File: config.mk
export PLATFORM = sky130hd
export DESIGN_NAME = dual_dptr_unit
export DESIGN_NICKNAME = d
export VERILOG_FILES = /design/src/rtl/dptr_pkg.sv /design/src/rtl/dptr_rst_sync.sv /design/src/rtl/dptr_select_reg.sv /design/src/rtl/dptr_bank.sv /design/src/rtl/dual_dptr_unit.sv
export SDC_FILE = /design/constraint.sdc
export NUM_CORES = 1
export LEC_CHECK = 0
export BUFFER_PORTS_ARGS = -buffer_cell sky130_fd_sc_hd__buf_4
export CAP_MARGIN = 20
export CORE_MARGIN = 8
export CORE_UTILIZATION = 45
export CTS_CLUSTER_DIAMETER = 120
export DETAILED_ROUTE_END_ITERATION = 16
export PLACE_DENSITY = 0.78
export RECOVER_POWER = 25
export SETUP_SLACK_MARGIN = 0.1
export SYNTH_ARGS = -nofsm -noshare
export SYNTH_HDL_FRONTEND = slang
export SYNTH_SLANG_ARGS = --single-unit
File: constraint.sdc
create_clock -name clk -period 2.5 [get_ports clk]
set_input_delay 0.5 -clock clk [delete_from_list [all_inputs] [get_ports clk]]
set_output_delay 0.5 -clock clk [all_outputs]
set_load 0.01 [all_outputs]
File: src/rtl/dptr_pkg.sv
package dptr_pkg;

  // Operation codes on the CPU pointer port.
  typedef enum logic [1:0] {
    PTR_OP_NONE = 2'b00,
    PTR_OP_STEP = 2'b01,
    PTR_OP_LOAD = 2'b10,
    PTR_OP_RSVD = 2'b11
  } ptr_op_e;

  localparam int unsigned NUM_PTR = 2;

endpackage

File: src/rtl/dptr_rst_sync.sv
// Asynchronous assert, synchronous release of the block reset.
module dptr_rst_sync #(
  parameter int unsigned STAGES = 2
) (
  input  logic clk,
  input  logic rst_n,
  output logic rst_sync_n
);

  logic [STAGES-1:0] shift_q;
  logic [STAGES-1:0] shift_d;

  always_comb begin
    shift_d = {shift_q[STAGES-2:0], 1'b1};
  end

  always_ff @(posedge clk or negedge rst_n) begin
    if (!rst_n) begin
      shift_q <= '0;
    end else begin
      shift_q <= shift_d;
    end
  end

  assign rst_sync_n = shift_q[STAGES-1];

endmodule

File: src/rtl/dptr_select_reg.sv
// Select register: only bit 0 is stored; every other bit reads as zero.
module dptr_select_reg #(
  parameter int unsigned        DATA_W   = 8,
  parameter int unsigned        ADDR_W   = 8,
  parameter logic [ADDR_W-1:0]  SEL_ADDR = 8'hA2
) (
  input  logic              clk,
  input  logic              rst_n,
  input  logic [ADDR_W-1:0] sfr_addr,
  input  logic              sfr_wr,
  input  logic [DATA_W-1:0] sfr_wdata,
  output logic              sel,
  output logic              hit,
  output logic [DATA_W-1:0] rdata
);

  logic sel_q;
  logic sel_d;
  logic sel_en;

  assign hit    = (sfr_addr == SEL_ADDR);
  assign sel_en = hit && sfr_wr;

  always_comb begin
    sel_d = sel_q;
    if (sel_en) begin
      sel_d = sfr_wdata[0];
    end
  end

  always_ff @(posedge clk or negedge rst_n) begin
    if (!rst_n) begin
      sel_q <= 1'b0;
    end else if (sel_en) begin
      sel_q <= sel_d;
    end
  end

  // Bit 2 and the other upper bits are hard-wired to zero.
  assign rdata = {{(DATA_W-1){1'b0}}, sel_q};
  assign sel   = sel_q;

endmodule

File: src/rtl/dptr_bank.sv
// One 16-bit pointer with step, load and byte-write paths.
module dptr_bank
  import dptr_pkg::*;
#(
  parameter int unsigned DATA_W = 8,
  localparam int unsigned PTR_W = 2 * DATA_W
) (
  input  logic              clk,
  input  logic              rst_n,
  input  logic              active,
  input  ptr_op_e           op,
  input  logic [PTR_W-1:0]  imm,
  input  logic              wr_lo,
  input  logic              wr_hi,
  input  logic [DATA_W-1:0] wdata,
  output logic [PTR_W-1:0]  ptr
);

  logic [PTR_W-1:0] ptr_q;
  logic [PTR_W-1:0] ptr_d;
  logic             ptr_en;
  logic             op_step;
  logic             op_load;

  assign op_step = (op == PTR_OP_STEP);
  assign op_load = (op == PTR_OP_LOAD);
  assign ptr_en  = active && (op_step || op_load || wr_lo || wr_hi);

  always_comb begin
    ptr_d = ptr_q;
    if (wr_lo) begin
      ptr_d[DATA_W-1:0] = wdata;
    end
    if (wr_hi) begin
      ptr_d[PTR_W-1:DATA_W] = wdata;
    end
    // Pointer operations take priority over byte writes.
    if (op_step) begin
      ptr_d = ptr_q + {{(PTR_W-1){1'b0}}, 1'b1};
    end else if (op_load) begin
      ptr_d = imm;
    end
  end

  always_ff @(posedge clk or negedge rst_n) begin
    if (!rst_n) begin
      ptr_q <= '0;
    end else if (ptr_en) begin
      ptr_q <= ptr_d;
    end
  end

  assign ptr = ptr_q;

endmodule

File: src/rtl/dual_dptr_unit.sv
module dual_dptr_unit
  import dptr_pkg::*;
#(
  parameter int unsigned       DATA_W   = 8,
  parameter int unsigned       ADDR_W   = 8,
  parameter logic [ADDR_W-1:0] LO_ADDR  = 8'h82,
  parameter logic [ADDR_W-1:0] HI_ADDR  = 8'h83,
  parameter logic [ADDR_W-1:0] SEL_ADDR = 8'hA2,
  parameter int unsigned       RST_STAGES = 2,
  localparam int unsigned      PTR_W    = 2 * DATA_W
) (
  input  logic              clk,
  input  logic              rst_n,
  input  logic [ADDR_W-1:0] sfr_addr,
  input  logic              sfr_wr,
  input  logic [DATA_W-1:0] sfr_wdata,
  output logic [DATA_W-1:0] sfr_rdata,
  output logic              sfr_hit,
  input  logic [1:0]        ptr_op,
  input  logic [PTR_W-1:0]  ptr_imm,
  output logic [PTR_W-1:0]  ptr_out,
  output logic              ptr_sel
);

  logic              rst_sync_n;
  logic              sel;
  logic              sel_hit;
  logic [DATA_W-1:0] sel_rdata;
  logic              lo_hit;
  logic              hi_hit;
  logic              wr_lo;
  logic              wr_hi;
  ptr_op_e           op;
  logic [PTR_W-1:0]  bank_ptr [NUM_PTR];
  logic [PTR_W-1:0]  act_ptr;

  dptr_rst_sync #(.STAGES(RST_STAGES)) u_rst (
    .clk        (clk),
    .rst_n      (rst_n),
    .rst_sync_n (rst_sync_n)
  );

  dptr_select_reg #(
    .DATA_W   (DATA_W),
    .ADDR_W   (ADDR_W),
    .SEL_ADDR (SEL_ADDR)
  ) u_sel (
    .clk       (clk),
    .rst_n     (rst_sync_n),
    .sfr_addr  (sfr_addr),
    .sfr_wr    (sfr_wr),
    .sfr_wdata (sfr_wdata),
    .sel       (sel),
    .hit       (sel_hit),
    .rdata     (sel_rdata)
  );

  assign op     = ptr_op_e'(ptr_op);
  assign lo_hit = (sfr_addr == LO_ADDR);
  assign hi_hit = (sfr_addr == HI_ADDR);
  assign wr_lo  = sfr_wr && lo_hit;
  assign wr_hi  = sfr_wr && hi_hit;

  for (genvar g = 0; g < NUM_PTR; g++) begin : g_bank
    dptr_bank #(.DATA_W(DATA_W)) u_bank (
      .clk    (clk),
      .rst_n  (rst_sync_n),
      .active (sel == g[0]),
      .op     (op),
      .imm    (ptr_imm),
      .wr_lo  (wr_lo),
      .wr_hi  (wr_hi),
      .wdata  (sfr_wdata),
      .ptr    (bank_ptr[g])
    );
  end

  assign act_ptr = sel ? bank_ptr[1] : bank_ptr[0];

  always_comb begin
    sfr_rdata = '0;
    if (lo_hit) begin
      sfr_rdata = act_ptr[DATA_W-1:0];
    end else if (hi_hit) begin
      sfr_rdata = act_ptr[PTR_W-1:DATA_W];
    end else if (sel_hit) begin
      sfr_rdata = sel_rdata;
    end
  end

  assign sfr_hit = lo_hit || hi_hit || sel_hit;
  assign ptr_out = act_ptr;
  assign ptr_sel = sel;

endmodule

==> reports/metrics.cfg, run 1 <==
[worst_setup_path]
crit_type = in -> out
r2r_slack_ns = 0.49
path_common_cell = buf_4
reg2reg_from = u_sel.sel
cp_data_required_time_ns = 2.00
start_kind = primary input
critPathMaxFanout = 12
cp_slowest_stage_delay_ns = 0.36
cp.arrival_ns = 1.75
critPathCaptureType = primary output
cp-startpoint = sfr_addr[3]
endpoint = sfr_rdata[0]
crit_chain = buf_4 -> nor4b_2 -> buf_12 -> and3_1 -> nand2_1 -> a31oi_1 -> buf_4
crit_path_top_delay_cell = nor4b_2
r2r_cells = 4
r2r_end = g_bank[1].u_bank.ptr[11]

[global_route]
grt.overflow.total = 0
grt_pass1_vias = 2933
grt_use_total = 0.209
grt_max_degree = 38
grt_pass1_wl_um = 15000
antenna_found_initial = 0

[synth]
muxShareOfSynthArea = 0.0809
synth_cells = 353
synthTopCellsByCount = 60 x nand2_1, 47 x nand3_1, 35 x dfrtp_1
synth_seq_cells = 35
yosysMostFrequentCell = nand2_1
ys_types = 47
synth-compound-area-share = 0.173
yosysWarnings = 0
synth_nets = 394
async_reset_ff_frac = 1.00
synth_top_area_frac = 0.306
synth_area_sq_mm = 0.00286
synth_edf_count = 0
yosysTopAreaCell = dfrtp_1
syn_area_per_cell_sq_um = 8.11
ys_seq_area_frac = 0.306
synth_top_family_by_area = simple AND/OR/NAND/NOR gates
synth_simple_gate_area_frac = 0.370
synth_area_leaders = dfrtp_1 31%, nand3_1 8.2%, nand2_1 7.9%
synth_xor_area_frac = 0
synth-main-ff-cell = dfrtp_1
yosys.area_share.adder = 0.0175

[timing]
setup_viol = 0
finClkSkew_ns = 0.00824
min_period_over_period = 0.899
worst_slew_margin_rel = 0.291
worst_slew_pin_slew_ns = 1.05
timing.hold.ws_ns = 0.366
fin_tns_setup_ns = 0
hold_viol_final = 0
max_clock_freq_mhz = 445
maxSlewViolCount = 0
grt_setup_unrepaired = false
period_needed_ns = 2.25

[pwr]
p_leak_uw = 0.00155
power_uw = 2130
power_density_mw_per_mm2 = 597
ir_drop_mv = 0.382

[clock_network]
cts_buffers = 5
cts_tree = done
root_buffer = clkbuf_8
cts_hold_buf = 1
cts_buffer_depth = 2
clock-sinks = 35
cts.clk_slew.worst_paths_ns = 0.08
cts_resized = 0
clkLatencyLatePin_ns = 0.30
cts_setup_buffers = 0
htree_levels = 2

[floorplanning]
fp-row-count = 29
start_util = 0.459
fp.dieH_um = 95.7
core_sq_mm = 0.00624
ios = 63
dieArea_sq_mm = 0.00917
chipWidth_um = 95.7

[finish]
instances_no_fill = 487
register_area_sq_um = 876
nets = 450
n_antenna_cell = 0
area_growth_pct = 24.9
multiInputGateArea_sq_mm = 0.00184
fillers = 576
drive_gt1_frac = 0.254

[detailed_routing]
wirelength_um = 9350
drtIter0Drc = 229
vias = 3093
dr.pass1.iters = 5
post_drt_wl_per_cell_um = 19.2
viasPerCell = 6.35
drcViolationCount = 0
postRouteAntennaNets = 0

[placed_design]
dpl.cell_count = 478
hpwl_um = 7250
place.port_buffers = 62
gp_congestion = 0.933

[flow_run]
max_cap_violations = 0

[run_status]
status = finished, final reports clean

[worst_hold_path]
hold_class = reg -> reg

state kept, by name, summed over array words and instances, names as in the netlist:
register and flops:
u_sel.sel 1, g_bank.u_bank.ptr 32, u_rst.shift_q 2
final cells by class:
| class | instances | area share |
|---|---|---|
| clock inverters | 2 | 0.00980 |
| inverters | 10 | 0.0105 |
| clock buffers | 6 | 0.0231 |
| multi-input cells | 281 | 0.515 |
| flip-flops and latches | 35 | 0.245 |
| repair buffers | 76 | 0.169 |
| well taps | 77 | 0.0270 |
power breakdown:
part	leakage, uW	switching, uW	internal [uW]
logic	0.00110	384	332
registers	0.000396	196	678
clock network	0.0000612	222	323
metal layers:
| metal | vias to the layer above | track usage | wire length, um |
|---|---|---|---|
| met5 | - | 0 | 0 |
| met4 | 0 | 0.0960 | 307 |
| met3 | 25 | 0.0413 | 802 |
| met2 | 159 | 0.323 | 4380 |
| met1 | 1455 | 0.275 | 3860 |
| li1 | 1454 | - | - |
layout by cell type (no fill, tap or decap), types with 5 or more instances in the layout:
cell,synthesis,final
and4_1,5,5
nor2b_1,7,7
and3_1,7,7
a32oi_1,11,11
o22ai_1,5,5
inv_1,10,10
mux2_2,17,17
buf_4,0,70
a31oi_1,5,5
nor2_1,5,5
or4b_1,11,11
dfrtp_1,35,35
nand4b_1,6,6
nand2b_1,8,8
nand3_1,47,47
a21oi_1,17,17
nand2_1,60,60
nand4_1,14,14
clkbuf_8,0,6
kinds of logic after synthesis:
family,Yosys count
mux,21
buf+inv,37
flops,35
simple gates,187
other cells,1
compound gates,68
fa+ha+maj,4
per-stage QoR:
step | utilization | worst slack, ns | area [sq um]
floorplan | - | 0.392 | 2860
global placement | 0.553 | 0.141 | 3450
detailed placement | 0.553 | 0.0539 | 3450
CTS | 0.574 | 0.237 | 3580
global route | 0.573 | 0.183 | 3570
finish | 0.573 | 0.253 | 3570
worst max-delay path, delay by kind of cell:
| family | cells | cell delay [ns] |
|---|---|---|
| compound gates | 1 | 0.18 |
| buf+inv | 3 | 0.44 |
| simple gates | 3 | 0.62 |
worst min path at each step:
stage,start,slack (ns),endpoint,cells past startpoint
global route,u_rst.shift_q[0],0.39,u_rst.shift_q[1],0
finish,u_rst.shift_q[0],0.37,u_rst.shift_q[1],0
CTS,u_rst.shift_q[1],0.31,g_bank[1].u_bank.ptr[10],1
detailed placement,rst_n,0.28,u_rst.shift_q[0],1
floorplan,rst_n,0.20,u_rst.shift_q[0],0
global placement,rst_n,0.28,u_rst.shift_q[1],1
Power figures use the tool's default switching activity.
==> inputs of run 2 (changes only) <==
--- a/config.mk
+++ b/config.mk
@@ -5,6 +5,7 @@
 export SDC_FILE = /design/constraint.sdc
 export NUM_CORES = 1
 export LEC_CHECK = 0
+export ABC_CLOCK_PERIOD_IN_PS = 2500
 export BUFFER_PORTS_ARGS = -buffer_cell sky130_fd_sc_hd__buf_4
 export CAP_MARGIN = 20
 export CORE_MARGIN = 8
@@ -13,7 +14,7 @@
 export DETAILED_ROUTE_END_ITERATION = 16
 export PLACE_DENSITY = 0.78
 export RECOVER_POWER = 25
-export SETUP_SLACK_MARGIN = 0.1
+export SETUP_SLACK_MARGIN = 0.4
 export SYNTH_ARGS = -nofsm -noshare
 export SYNTH_HDL_FRONTEND = slang
 export SYNTH_SLANG_ARGS = --single-unit
==> reports/metrics.cfg, run 2 (synthesis results as in run 1) <==
[run_status]
status = finished, final reports clean

[clock_network]
cts_buffer_depth = 2
cts_buffers = 5
clock-sinks = 35
clkLatencyLatePin_ns = 0.30
root_buffer = clkbuf_8
cts.clk_slew.worst_paths_ns = 0.08
cts_tree = done
htree_levels = 2

[placed_design]
hpwl_um = 7220
gp_congestion = 0.947
dpl.cell_count = 479
place.port_buffers = 62
dp_slack_ns = 0.230

[worst_setup_path]
critPathMaxFanout = 12
crit_chain = buf_4 -> and4bb_2 -> nand2_1 -> o22ai_1 -> a31oi_1 -> buf_4
cp_top_family = simple AND/OR/NAND/NOR gates
crit_path_top_delay_cell = and4bb_2
critPathCaptureType = primary output
cp_data_required_time_ns = 2.00
path_common_cell = buf_4
start_kind = primary input
worstPathBufferInverterCount = 2
cp_slowest_stage_delay_ns = 0.47
cp.arrival_ns = 1.60
crit_type = in -> out

[timing]
setup_viol = 0
maxSlewViolCount = 0
max_clock_freq_mhz = 475
period_needed_ns = 2.10
finClkSkew_ns = 0.00868
timing.hold.ws_ns = 0.280
grt_setup_unrepaired = true
min_period_over_period = 0.842
worst_slew_margin_rel = 0.575
setup_slack_ns = 0.396
hold_viol_final = 0
worst_slew_pin_slew_ns = 0.638
fin_tns_setup_ns = 0

[worst_hold_path]
hold_class = reg -> async

[finish]
area_growth_pct = 27.7
instances_no_fill = 493
fillers = 571
largest_reg_flops = 32
final_cell_mix = 75 x buf_4, 60 x nand2_1, 47 x nand3_1
nets = 456
drive_gt1_frac = 0.272
layout_commonest_cell = buf_4
n_antenna_cell = 0

[global_route]
grt_max_degree = 34
grt_use_total = 0.206
grt_pass1_vias = 3053
antenna_found_initial = 0
grt_pass1_wl_um = 14800
grt.overflow.total = 0

[detailed_routing]
dr.pass1.iters = 5
post_drt_wl_per_cell_um = 19.4
drtIter0Drc = 354
drcViolationCount = 0
wirelength_um = 9550
postRouteAntennaNets = 0
vias = 3201
viasPerCell = 6.49

[pwr]
p_leak_uw = 0.00159
power_density_mw_per_mm2 = 592
ir_drop_mv = 0.370
power_uw = 2160

[floorplanning]
ios = 63
dieArea_sq_mm = 0.00917
core_sq_mm = 0.00624
start_util = 0.459
fp-row-count = 29
chipWidth_um = 95.7
fp.dieH_um = 95.7

[flow_run]
max_cap_violations = 0

## run 2: changes by cell type in the layout (fill, tap and decap cells not counted), sizes merged
cell	delta
buf	+7
clkbuf	-1
## run 2: layer usage
layer  part of all wire  track usage  wire (um)
met3              0.074       0.0491        709
met2               0.48        0.336       4560
met4              0.026       0.0755        253
met5                  0            0          0
met1               0.42        0.260       4030
## run 2: power by group
group	total [uW]	internal (uW)	switching [uW]
registers	875	678	197
clock network	555	323	232
logic	734	341	393
## run 2: area by class of cell
class | instances | area, sq um | share of cell area
multi-input combinational | 281 | 1860 | 0.508
sequential | 35 | 877 | 0.240
timing repair buffer | 82 | 668 | 0.183
tap | 77 | 96.3 | 0.0264
clock buffer | 6 | 82.6 | 0.0226
inverter | 10 | 37.5 | 0.0103
clock inverter | 2 | 35.0 | 0.00959
## run 2: final timing paths
kind	from	endpoint	slack, ns	cells after the start
min in group clk	u_rst.shift_q[0]	u_rst.shift_q[1]	0.36	0
max in group asynchronous	u_rst.shift_q[1]	u_sel.sel	1.86	1
worst max register to register	u_sel.sel	g_bank[0].u_bank.ptr[12]	0.67	6
worst min register to register	u_rst.shift_q[1]	g_bank[1].u_bank.ptr[15]	0.28	1
worst min-delay path	u_rst.shift_q[1]	g_bank[1].u_bank.ptr[15]	0.28	1
worst max-delay path	sfr_addr[2]	sfr_rdata[0]	0.40	6
## run 2: stage by stage
stage	utilization	cell area, sq um
global placement	0.552	3450
global route	0.585	3650
CTS	0.580	3620
detailed placement	0.552	3450
floorplan	-	2860
finish	0.585	3650
## run 2: timing repair
action                                  4_1_cts  5_1_grt
cloned                                        1        0
setup buffers                                 3        1
gates resized for setup                       2        4
hold buffers                                  1        0
endpoints found under the setup margin       19       11
endpoints found under the hold margin         2        0
==> inputs of run 3 (changes only) <==
--- a/config.mk
+++ b/config.mk
@@ -5,14 +5,14 @@
 export SDC_FILE = /design/constraint.sdc
 export NUM_CORES = 1
 export LEC_CHECK = 0
-export ABC_CLOCK_PERIOD_IN_PS = 2500
+export ABC_CLOCK_PERIOD_IN_PS = 1900
 export BUFFER_PORTS_ARGS = -buffer_cell sky130_fd_sc_hd__buf_4
 export CAP_MARGIN = 20
 export CORE_MARGIN = 8
 export CORE_UTILIZATION = 45
 export CTS_CLUSTER_DIAMETER = 120
 export DETAILED_ROUTE_END_ITERATION = 16
-export PLACE_DENSITY = 0.78
+export PLACE_DENSITY = 0.81
 export RECOVER_POWER = 25
 export SETUP_SLACK_MARGIN = 0.4
 export SYNTH_ARGS = -nofsm -noshare
==> constraint.sdc (replaced) <==
create_clock -name clk -period 1.9 [get_ports clk]
set_input_delay 0.38 -clock clk [delete_from_list [all_inputs] [get_ports clk]]
set_output_delay 0.38 -clock clk [all_outputs]
set_load 0.01 [all_outputs]
==> reports/metrics.cfg, run 3 (synthesis results as in run 1) <==
[global_route]
grt_pass1_vias = 3529
grt_max_degree = 64
grt_pass1_wl_um = 17900
grt_use_total = 0.251
antenna_found_initial = 0
grt.overflow.total = 0

[floorplanning]
start_util = 0.459
core_sq_mm = 0.00624
ios = 63
fp.dieH_um = 95.7
fp-row-count = 29
dieArea_sq_mm = 0.00917
chipWidth_um = 95.7

[detailed_routing]
vias = 3704
wirelength_um = 12500
dr.pass1.iters = 5
viasPerCell = 6.76
postRouteAntennaNets = 0
drtIter0Drc = 337
drcViolationCount = 0
post_drt_wl_per_cell_um = 22.8

[finish]
area_growth_pct = 64.0
drive_gt1_frac = 0.495
layout_commonest_cell = buf_4
nets = 511
multiInputGateArea_sq_mm = 0.00229
fillers = 392
largest_reg_flops = 32
final_cell_mix = 78 x buf_4, 52 x buf_6, 51 x nand2_1
register_area_sq_um = 887
n_antenna_cell = 0

[worst_setup_path]
crit_type = reg -> out
start_kind = register
cp-startpoint = u_sel.sel
r2r_end = g_bank[0].u_bank.ptr[11]
r2r_cells = 8
critPathMaxFanout = 8
cp_data_required_time_ns = 1.52
critPathCaptureType = primary output
endpoint = sfr_rdata[0]
cp.arrival_ns = 1.68
r2r_slack_ns = 0.06
reg2reg_from = u_sel.sel

[clock_network]
clock-sinks = 35
root_buffer = clkbuf_8
cts.clk_slew.worst_paths_ns = 0.08
cts_tree = done
cts_buffers = 5
clkLatencyLatePin_ns = 0.30
cts_buffer_depth = 2
htree_levels = 2

[pwr]
p_leak_uw = 0.00198
power_uw = 3560
power_density_mw_per_mm2 = 759
ir_drop_mv = 0.562

[timing]
max_clock_freq_mhz = 486
min_period_over_period = 1.08
fin_tns_setup_ns = -1.15
worst_slew_pin_slew_ns = 0.911
worst_slew_margin_rel = 0.393
hold_viol_final = 0
setup_slack_ns = -0.157
setup_viol = 14
finClkSkew_ns = 0.00859
grt_setup_unrepaired = true
maxSlewViolCount = 0
period_needed_ns = 2.06

[run_status]
status = complete, but fails checks
violations = setup timing

[placed_design]
hpwl_um = 7620
gp_congestion = 0.969
place.port_buffers = 62

[worst_hold_path]
hold_class = reg -> reg

[flow_run]
max_cap_violations = 0

-- run 3: changes by cell type in the layout (fill, tap and decap cells not counted), sizes merged --
cell | previous run | this run
clkbuf | 7 | 8
buf | 80 | 134
-- run 3: worst min-delay path by stage --
stage,startpoint,to,slack (ns),depth (start not counted)
CTS,u_rst.shift_q[1],g_bank[0].u_bank.ptr[2],0.30,1
finish,u_rst.shift_q[0],u_rst.shift_q[1],0.37,0
global route,u_rst.shift_q[0],u_rst.shift_q[1],0.37,0
detailed placement,rst_n,u_rst.shift_q[1],0.16,1
global placement,rst_n,u_rst.shift_q[0],0.16,1
floorplan,rst_n,u_rst.shift_q[0],0.08,0
-- run 3: cell type report --
class,count,share of cell area
clock buffer,6,0.0176
clock inverter,2,0.00747
inverter,10,0.00853
multi-input combinational,281,0.487
sequential,35,0.189
tap,77,0.0205
timing repair buffer,137,0.270
-- run 3: critical path, stage by stage (launching register included) --
cell	delay [ns]
dfrtp_2	0.52
mux2_2	0.45
o22ai_2	0.20
a31oi_2	0.05
buf_4	0.15
-- run 3: repair_timing --
| item | CTS | global route |
|---|---|---|
| pin swaps | 12 | 12 |
| setup buffers | 25 | 17 |
| endpoints found under the hold margin | 2 | 0 |
| resized for setup | 75 | 56 |
| setup endpoints to repair | 58 | 58 |
| hold buffers | 1 | 0 |
-- run 3: where the power goes --
group          leakage, uW  total, uW  switching, uW  internal (uW)
Sequential        0.000386       1190            287            900
Clock            0.0000612        736            311            425
Combinational      0.00153       1640            779            857
-- run 3: per-stage QoR --
stage | hold slack [ns] | std cells | setup slack (ns) | util | instance area [sq um]
4_1_cts | 0.300 | 531 | -0.0942 | 0.690 | 4310
2_1_floorplan | 0.0844 | 353 | 0.206 | - | 3040
6_report | 0.365 | 548 | -0.157 | 0.752 | 4690
5_1_grt | 0.371 | 548 | -0.202 | 0.752 | 4690
3_5_place_dp | 0.163 | 497 | -0.0999 | 0.593 | 3700
3_3_place_gp | 0.163 | 497 | -0.0597 | 0.593 | 3700
-- run 3: metal layers --
layer  track usage  part of all wire  wire [um]
met3        0.0640              0.11       1320
met5             0                 0          0
met1         0.305              0.36       4530
met2         0.394              0.47       5910
met4         0.145             0.059        736
